### src/rtl/pcirr_pkg.sv
package pcirr_pkg;

  typedef enum logic {
    PARK_CPU  = 1'b0,
    PARK_LAST = 1'b1
  } park_mode_e;

endpackage

### src/rtl/pcirr_start_det.sv
module pcirr_start_det (
  input  logic clk,
  input  logic rst_n,
  input  logic frame_n,
  input  logic irdy_n,
  input  logic gnt_held,
  output logic start_evt
);

  logic idle_prev_q;

  always_ff @(posedge clk) begin
    if (!rst_n) idle_prev_q <= 1'b1;
    else        idle_prev_q <= frame_n & irdy_n;
  end

  assign start_evt = gnt_held & ~frame_n & idle_prev_q;

endmodule

### src/rtl/pcirr_prio_queue.sv
module pcirr_prio_queue #(
  parameter int N  = 5,
  localparam int IW = (N > 1) ? $clog2(N) : 1
) (
  input  logic          clk,
  input  logic          rst_n,
  input  logic [N-1:0]  req_act,
  input  logic          rotate,
  input  logic [IW-1:0] rot_idx,
  output logic          win_valid,
  output logic [IW-1:0] winner
);

  logic [N-1:0][IW-1:0] order_q;
  logic [N-1:0][IW-1:0] order_d;
  logic [IW-1:0]        pos;

  function automatic logic [IW:0] pick_head(input logic [N-1:0] act,
                                            input logic [N-1:0][IW-1:0] ord);
    logic [IW:0] res;
    res = '0;
    for (int i = N - 1; i >= 0; i--) begin
      if (act[ord[i]]) res = {1'b1, ord[i]};
    end
    return res;
  endfunction

  function automatic logic [IW-1:0] find_pos(input logic [IW-1:0] idx,
                                             input logic [N-1:0][IW-1:0] ord);
    logic [IW-1:0] p;
    p = '0;
    for (int i = 0; i < N; i++) begin
      if (ord[i] == idx) p = IW'(i);
    end
    return p;
  endfunction

  assign {win_valid, winner} = pick_head(req_act, order_q);
  assign pos = find_pos(rot_idx, order_q);

  for (genvar i = 0; i < N; i++) begin : g_slot
    if (i == N - 1) begin : g_tail
      assign order_d[i] = rotate ? rot_idx : order_q[i];
    end else begin : g_body
      assign order_d[i] = (rotate && (IW'(i) >= pos)) ? order_q[i+1] : order_q[i];
    end
  end

  always_ff @(posedge clk) begin
    if (!rst_n) begin
      for (int i = 0; i < N; i++) order_q[i] <= IW'(i);
    end else begin
      order_q <= order_d;
    end
  end


  tail_after_start_chk: assert property (@(posedge clk) disable iff (!rst_n)
    rotate |=> order_q[N-1] == $past(rot_idx));


  order_hold_chk: assert property (@(posedge clk) disable iff (!rst_n)
    !rotate |=> $stable(order_q));

endmodule

### src/rtl/pcirr_grant_ctl.sv
module pcirr_grant_ctl
  import pcirr_pkg::*;
#(
  parameter int N  = 5,
  localparam int IW = (N > 1) ? $clog2(N) : 1
) (
  input  logic          clk,
  input  logic          rst_n,
  input  logic          win_valid,
  input  logic [IW-1:0] winner,
  input  park_mode_e    park_mode,
  input  logic          start_evt,
  output logic          valid_q,
  output logic [IW-1:0] cur_q,
  output logic [N-1:0]  gnt_n
);

  localparam logic [IW-1:0] CPU_IDX = IW'(N - 1);

  logic [IW-1:0] last_q;
  logic [IW-1:0] desired;

  always_comb begin
    if (win_valid)                  desired = winner;
    else if (park_mode == PARK_LAST) desired = last_q;
    else                            desired = CPU_IDX;
  end

  always_ff @(posedge clk) begin
    if (!rst_n) begin
      valid_q <= 1'b0;
      cur_q   <= CPU_IDX;
      last_q  <= CPU_IDX;
    end else begin
      if (!valid_q) begin
        valid_q <= 1'b1;
        cur_q   <= desired;
      end else if (desired != cur_q) begin
        valid_q <= 1'b0;
      end
      if (start_evt) last_q <= cur_q;
    end
  end

  for (genvar i = 0; i < N; i++) begin : g_gnt
    assign gnt_n[i] = ~(valid_q && (cur_q == IW'(i)));
  end


  one_grant_chk: assert property (@(posedge clk) disable iff (!rst_n)
    $countones(~gnt_n) <= 1);


  owner_gap_chk: assert property (@(posedge clk) disable iff (!rst_n)
    valid_q && $past(valid_q) |-> cur_q == $past(cur_q));


  head_pick_chk: assert property (@(posedge clk) disable iff (!rst_n)
    valid_q && !$past(valid_q) && $past(win_valid) |-> cur_q == $past(winner));


  owner_keep_chk: assert property (@(posedge clk) disable iff (!rst_n)
    valid_q && win_valid && (winner == cur_q) |=> valid_q && (cur_q == $past(cur_q)));


  park_cpu_chk: assert property (@(posedge clk) disable iff (!rst_n)
    valid_q && !$past(valid_q) && !$past(win_valid) && ($past(park_mode) == PARK_CPU)
      |-> cur_q == CPU_IDX);

endmodule

### src/rtl/pcirr_arb.sv
module pcirr_arb
  import pcirr_pkg::*;
#(
  parameter int NUM_EXT = 4
) (
  input  logic             clk,
  input  logic             rst_n,
  input  logic [NUM_EXT:0] req_n,
  input  logic             frame_n,
  input  logic             irdy_n,
  input  logic             park_last,
  output logic [NUM_EXT:0] gnt_n
);

  localparam int N  = NUM_EXT + 1;
  localparam int IW = (N > 1) ? $clog2(N) : 1;

  logic          start_evt;
  logic          win_valid;
  logic [IW-1:0] winner;
  logic          valid_q;
  logic [IW-1:0] cur_q;
  park_mode_e    park_mode;

  assign park_mode = park_last ? PARK_LAST : PARK_CPU;

  pcirr_start_det u_start (
    .clk       (clk),
    .rst_n     (rst_n),
    .frame_n   (frame_n),
    .irdy_n    (irdy_n),
    .gnt_held  (valid_q),
    .start_evt (start_evt)
  );

  pcirr_prio_queue #(.N(N)) u_queue (
    .clk       (clk),
    .rst_n     (rst_n),
    .req_act   (~req_n),
    .rotate    (start_evt),
    .rot_idx   (cur_q),
    .win_valid (win_valid),
    .winner    (winner)
  );

  pcirr_grant_ctl #(.N(N)) u_grant (
    .clk       (clk),
    .rst_n     (rst_n),
    .win_valid (win_valid),
    .winner    (winner),
    .park_mode (park_mode),
    .start_evt (start_evt),
    .valid_q   (valid_q),
    .cur_q     (cur_q),
    .gnt_n     (gnt_n)
  );


  reset_quiet_chk: assert property (@(posedge clk)
    !$past(rst_n) |-> &gnt_n);

endmodule

### config.mk
export PLATFORM = sky130hd
export DESIGN_NAME = pcirr_arb
export DESIGN_NICKNAME = d
export VERILOG_FILES = /design/src/rtl/pcirr_pkg.sv /design/src/rtl/pcirr_start_det.sv /design/src/rtl/pcirr_prio_queue.sv /design/src/rtl/pcirr_grant_ctl.sv /design/src/rtl/pcirr_arb.sv
export SDC_FILE = /design/constraint.sdc
export NUM_CORES = 1
export LEC_CHECK = 0
export ABC_AREA = 1
export CORE_MARGIN = 5
export CORE_UTILIZATION = 60
export CTS_CLUSTER_DIAMETER = 80
export DETAILED_ROUTE_END_ITERATION = 10
export PLACE_DENSITY = 0.87
export SLEW_MARGIN = 15
export SYNTH_ARGS = -nofsm -noshare
export SYNTH_HDL_FRONTEND = slang
export SYNTH_SLANG_ARGS = --single-unit
export TNS_END_PERCENT = 1
### constraint.sdc
create_clock -name clk -period 3.75 [get_ports clk]
set_input_delay 0.75 -clock clk [delete_from_list [all_inputs] [get_ports clk]]
set_output_delay 0.75 -clock clk [all_outputs]
set_load 0.005 [all_outputs]
==> results.toml, run 1 <==
[synthesis]
synth_seq_area_share_pct = 28.99
netlist_instances = 214
syn-cell-area_mm2 = 0.001381
avgSynthCellArea_um2 = 6.455
yosys_warnings = 0
synth_nets = 224
ys_types = 24
ys_seq_elements = 20

[power_and_ir_drop]
powerDensity_mw_per_mm2 = 416.0
ir_drop_v = 0.0002490
cellLeakagePower_uw = 0.0006991

[critical_path]
cp-end-kind = "primary output"
path_cells = "inv_1 > nor2_1 > nand3_1 > clkdlybuf4s50_1"
crit_path_start_kind = "register"
reg2reg_depth = 8
crit_type = "reg -> out"
cp.arrival_ps = 1770
cpPeakStageDelay_ps = 510
cp.required_ps = 3000
path_max_fanout = 8
slowest_stage = "dfxtp_1"

[cells_and_area]
fin_nets = 239
final_layout_size_suffix_gt1_share_pct = 10.13
syn_to_final_growth_pct = 12.41
num_antenna_cells = 0

[floorplanning]
rows = 17
io_pins = 15
die-area_mm2 = 0.003362
coreArea_mm2 = 0.002212
initial_core_util_pct = 62.44
fp.dieW_um = 57.98
die_h_um = 57.98

[global_routing]
overflow = 0
grt_usage_pct = 23.38
antenna_found_initial = 0
grt_pass1_vias = 1406
grt_pass1_wl_um = 6230
grt_max_degree = 17

[sta]
finalCritPeriodShare_pct = 67.29
slew_headroom_pct = 59.97
drv_slew = 0
fmax_ghz = 0.3963
worst_pin_slew_ps = 595.8
skew_ps = 3.219
fin_crit_ps = 2523
fin_setup_tns_ps = 0
rsz0062_at_grt = "false"
hold_violations = 0
holdWs_ps = 568.9
finalWorstSetupSlack_ps = 1227
setup_violations = 0

[route]
via_per_inst = 6.082
first_pass_iters = 5
vias = 1551
detail-route-antenna-nets = 0
drt-total-wl_um = 3844
drc = 0
wl_per_cell_um = 15.07
dr.first_iter.drc_count = 128

[placement]
dp_slack_ps = 1106
gp_congestion = 0.9200
dp_hpwl_um = 2780
portBuffers = 14

[flow_run]
drv_cap = 0

[clock_tree]
cts_hold_buf = 0
postCtsSetupRepairBufs = 0
clock-sinks = 20
cts.repair.resized = 0
cts_root_buf = "clkbuf_4"
cts_buffers = 3
tritoncts = "built"
worstSkewPairLatency_ps = 290
cts_buffer_depth = 2
htree_levels = 1
clk_pin_slew_ps = 110

[hold_path]
min_path_type = "reg -> reg"
min_path_cells = 2

[outcome]
outcome = "finished, final reports clean"
==> layout by cell type (no fill, tap or decap), drive strengths merged <==
cell	count
nand2	67
inv	26
nand3	23
dfxtp	20
a21oi	18
clkdlybuf4s50	14
o21ai	14
nand4	11
o22ai	11
nor2	11
o211ai	4
clkbuf	3
o31ai	2
nor3	2
xor2	1
==> through the flow <==
| step | power (uW) | cells | util, % | area, um^2 |
|---|---|---|---|---|
| finish | 645.9 | 255 | 70.19 | 1553 |
| detailed placement | 541.3 | 252 | 69.17 | 1530 |
| global placement | 530.2 | 252 | 69.17 | 1530 |
| CTS | 640.8 | 255 | 70.19 | 1553 |
| floorplan | 471.8 | 214 | - | 1381 |
| global route | 693.4 | 255 | 70.19 | 1553 |
==> Yosys cell counts <==
master,instances,share of area (%)
a21oi_1,18,6.5
buf_2,3,1.1
buf_6,1,0.82
dfxtp_1,20,29
inv_1,18,4.9
inv_2,7,1.9
inv_4,1,0.45
nand2_1,64,17
nand2_2,3,1.4
nand3_1,21,7.6
nand3_2,2,1.4
nand4_1,11,5.0
nor2_1,7,1.9
nor2_2,1,0.45
nor2_4,2,1.6
nor2_8,1,1.4
nor3_1,2,0.72
o211ai_1,4,2.2
o21ai_0,11,4.0
o21ai_1,3,1.1
o22ai_1,10,4.5
o22ai_2,1,0.91
o31ai_4,2,3.1
xor2_1,1,0.63
==> flip-flops by register name, indices dropped and copies added (netlist names) <==
name                 count
u_start.idle_prev_q      1
u_grant.valid_q          1
u_grant.cur_q            3
u_queue.order_q         15
==> power by group <==
| group | total (uW) | switching [uW] | internal (uW) |
|---|---|---|---|
| Combinational | 259 | 165 | 93.9 |
| Clock | 101 | 63.7 | 37.4 |
| Sequential | 286 | 48.8 | 237 |
==> per-layer routing <==
layer  wire length [um]  GRT usage [%]
met2               1809          39.03
met3                420          2.227
met1               1499          30.69
met4                114          9.603
met5                  0              0
==> cells by family (layout without fill, tap and decap cells) <==
logic type             count (synthesis)  after routing  share of synthesized area (%)
AO/OA/AOI/OAI                         49             49                          22.28
flip-flops                            20             20                          28.99
XOR/XNOR                               1              1                         0.6342
AND/OR/NAND/NOR                      114            114                          38.95
buffers and inverters                 30             43                          9.148
==> path summary, 6_finish.rpt <==
check	start	endpoint	slack, ps
hold reg to reg	u_queue.order_q[2]	u_queue.order_q[2]	570
hold / removal	u_queue.order_q[2]	u_queue.order_q[2]	570
setup / recovery	u_grant.valid_q	gnt_n[2]	1230
setup reg to reg	u_grant.cur_q[0]	u_queue.order_q[2]	1770
==> cell type report <==
cell class | count | area [um^2]
tap | 28 | 35.03
clock buffer | 3 | 22.52
timing repair buffer | 14 | 140.1
fill | 210 | 659.4
sequential | 20 | 400.4
multi-input combinational | 164 | 854.6
inverter | 26 | 100.1
==> worst max-delay path: cells and delay by family (launching register included) <==
kind / cells / cell delay, ps
buffers and inverters: 2 / 580
DFF: 1 / 510
and+or+nand+nor: 2 / 390
No activity file was read; power rests on OpenSTA's default activity.
==> run 2: changes to the inputs <==
Settings changed: CORE_UTILIZATION 60 to 50, PLACE_DENSITY 0.87 to 0.78.
Clock period 3.75 ns to 2.3 ns, I/O delays scaled along.
==> results.toml, run 2 (synthesis gave the netlist of run 1 again) <==
[outcome]
outcome = "finished, final reports clean"

[power_and_ir_drop]
powerDensity_mw_per_mm2 = 688.1
cellLeakagePower_uw = 0.0007111
ir_drop_v = 0.0004485

[route]
first_pass_iters = 5
dr.first_iter.drc_count = 151
vias = 1485
met3_wirelength_um = 313
top_layer_used = "met4"
detail-route-antenna-nets = 0
drt-total-wl_um = 3661
drc = 0
via_per_inst = 5.712
wl_met2_um = 1629
wl_per_cell_um = 14.08
m1WireLength_um = 1637

[critical_path]
path_delay_family = "buffers and inverters"
crit_buf_inv = 2
cp.required_ps = 1840
crit_path_start_kind = "register"
cp-end-kind = "primary output"
rrSetupSlack_ps = 410
cp.arrival_ps = 1670
cpPeakStageDelay_ps = 490
path_cells = "inv_1 > nor2_1 > nand3_1 > clkdlybuf4s50_1"
path_max_fanout = 8
slowest_stage = "dfxtp_1"
crit_type = "reg -> out"

[clock_tree]
htree_levels = 1
worstSkewPairLatency_ps = 310
cts.repair.resized = 0
clk_pin_slew_ps = 110
tritoncts = "built"
cts_root_buf = "clkbuf_4"
postCtsSetupRepairBufs = 0
cts_hold_buf = 0
cts_buffers = 3
clock-sinks = 20
cts_buffer_depth = 2

[global_routing]
overflow = 0
grt_max_degree = 13
antenna_found_initial = 0
grt_pass1_vias = 1267
grt_pass1_wl_um = 6120
grt_usage_pct = 19.21

[flow_run]
drv_cap = 0

[floorplanning]
initial_core_util_pct = 50.97
rows = 19
fp.dieW_um = 62.56
die-area_mm2 = 0.003914
die_h_um = 62.56
io_pins = 15
coreArea_mm2 = 0.002710

[sta]
drv_slew = 0
setup_violations = 0
finalCritPeriodShare_pct = 92.75
finalWorstSetupSlack_ps = 166.7
slew_headroom_pct = 62.05
skew_ps = 3.165
fmax_ghz = 0.4688
worst_pin_slew_ps = 564.8
fin_setup_tns_ps = 0
hold_violations = 0
rsz0062_at_grt = "false"
fin_crit_ps = 2133

[placement]
place_area_mm2 = 0.001541
gp_congestion = 0.9300
dp_hpwl_um = 2706
portBuffers = 14
dp_slack_ps = -50.43

[cells_and_area]
fin_nets = 240
final_core_util_pct = 58.22
fillCellCount = 272
final_layout_size_suffix_gt1_share_pct = 10.92
num_antenna_cells = 0
syn_to_final_growth_pct = 14.22
final_area_mm2 = 0.001578
final_cell_mix = "nand2_1 (64), nand3_1 (21), dfxtp_1 (20), inv_1 (18), a21oi_1 (18)"
largestRegisters = "u_queue.order_q (15), u_grant.cur_q (3)"
largest_register = "u_queue.order_q"
largest_reg_flops = 15
final_common_cell = "nand2_1"

[hold_path]
min_path_type = "reg -> reg"
==> run 2: changes by cell type in the layout (fill, tap and decap cells not counted) <==
| cell | before | now |
|---|---|---|
| buf_4 | 0 | 1 |
| clkbuf_8 | 0 | 1 |
==> run 2: worst paths after layout <==
kind	startpoint	to	cells after the start
worst max-delay path	u_grant.valid_q	gnt_n[2]	4
worst min-delay path	u_queue.order_q[2]	u_queue.order_q[2]	2
worst min register to register	u_queue.order_q[2]	u_queue.order_q[2]	2
worst max register to register	u_grant.cur_q[0]	u_queue.order_q[0]	8
==> run 2: where the power goes <==
| group | internal [uW] | switching (uW) |
|---|---|---|
| combinational | 154 | 259 |
| sequential | 387 | 75.5 |
| clock | 96.6 | 114 |
==> run 2: routing by layer <==
layer,global-route usage (%),vias up
li1,-,764
met1,26.63,652
met2,29.40,62
met3,2.338,7
met4,8.753,0
met5,0,-
==> run 2: through the flow <==
stage	total power, uW	std cells	hold slack [ps]
2_1_floorplan	769.3	214	496.0
3_3_place_gp	875.2	256	533.0
3_5_place_dp	876.3	256	537.6
4_1_cts	1089	260	552.1
5_1_grt	1172	260	599.4
6_report	1086	260	555.0
==> run 2: tightest hold or removal path: stages, from the launching register on <==
cell and delay [ps]:
dfxtp_1 350, o21ai_1 130, a21oi_1 40
==> run 2: area by class of cell <==
| cell class | count | area [um^2] | area share (%) |
|---|---|---|---|
| multi-input cells | 164 | 854.6 | 54.16 |
| flip-flops and latches | 20 | 400.4 | 25.38 |
| repair buffers | 15 | 147.6 | 9.358 |
| inverters | 26 | 100.1 | 6.344 |
| well taps | 31 | 38.79 | 2.458 |
| clock buffers | 4 | 36.28 | 2.300 |
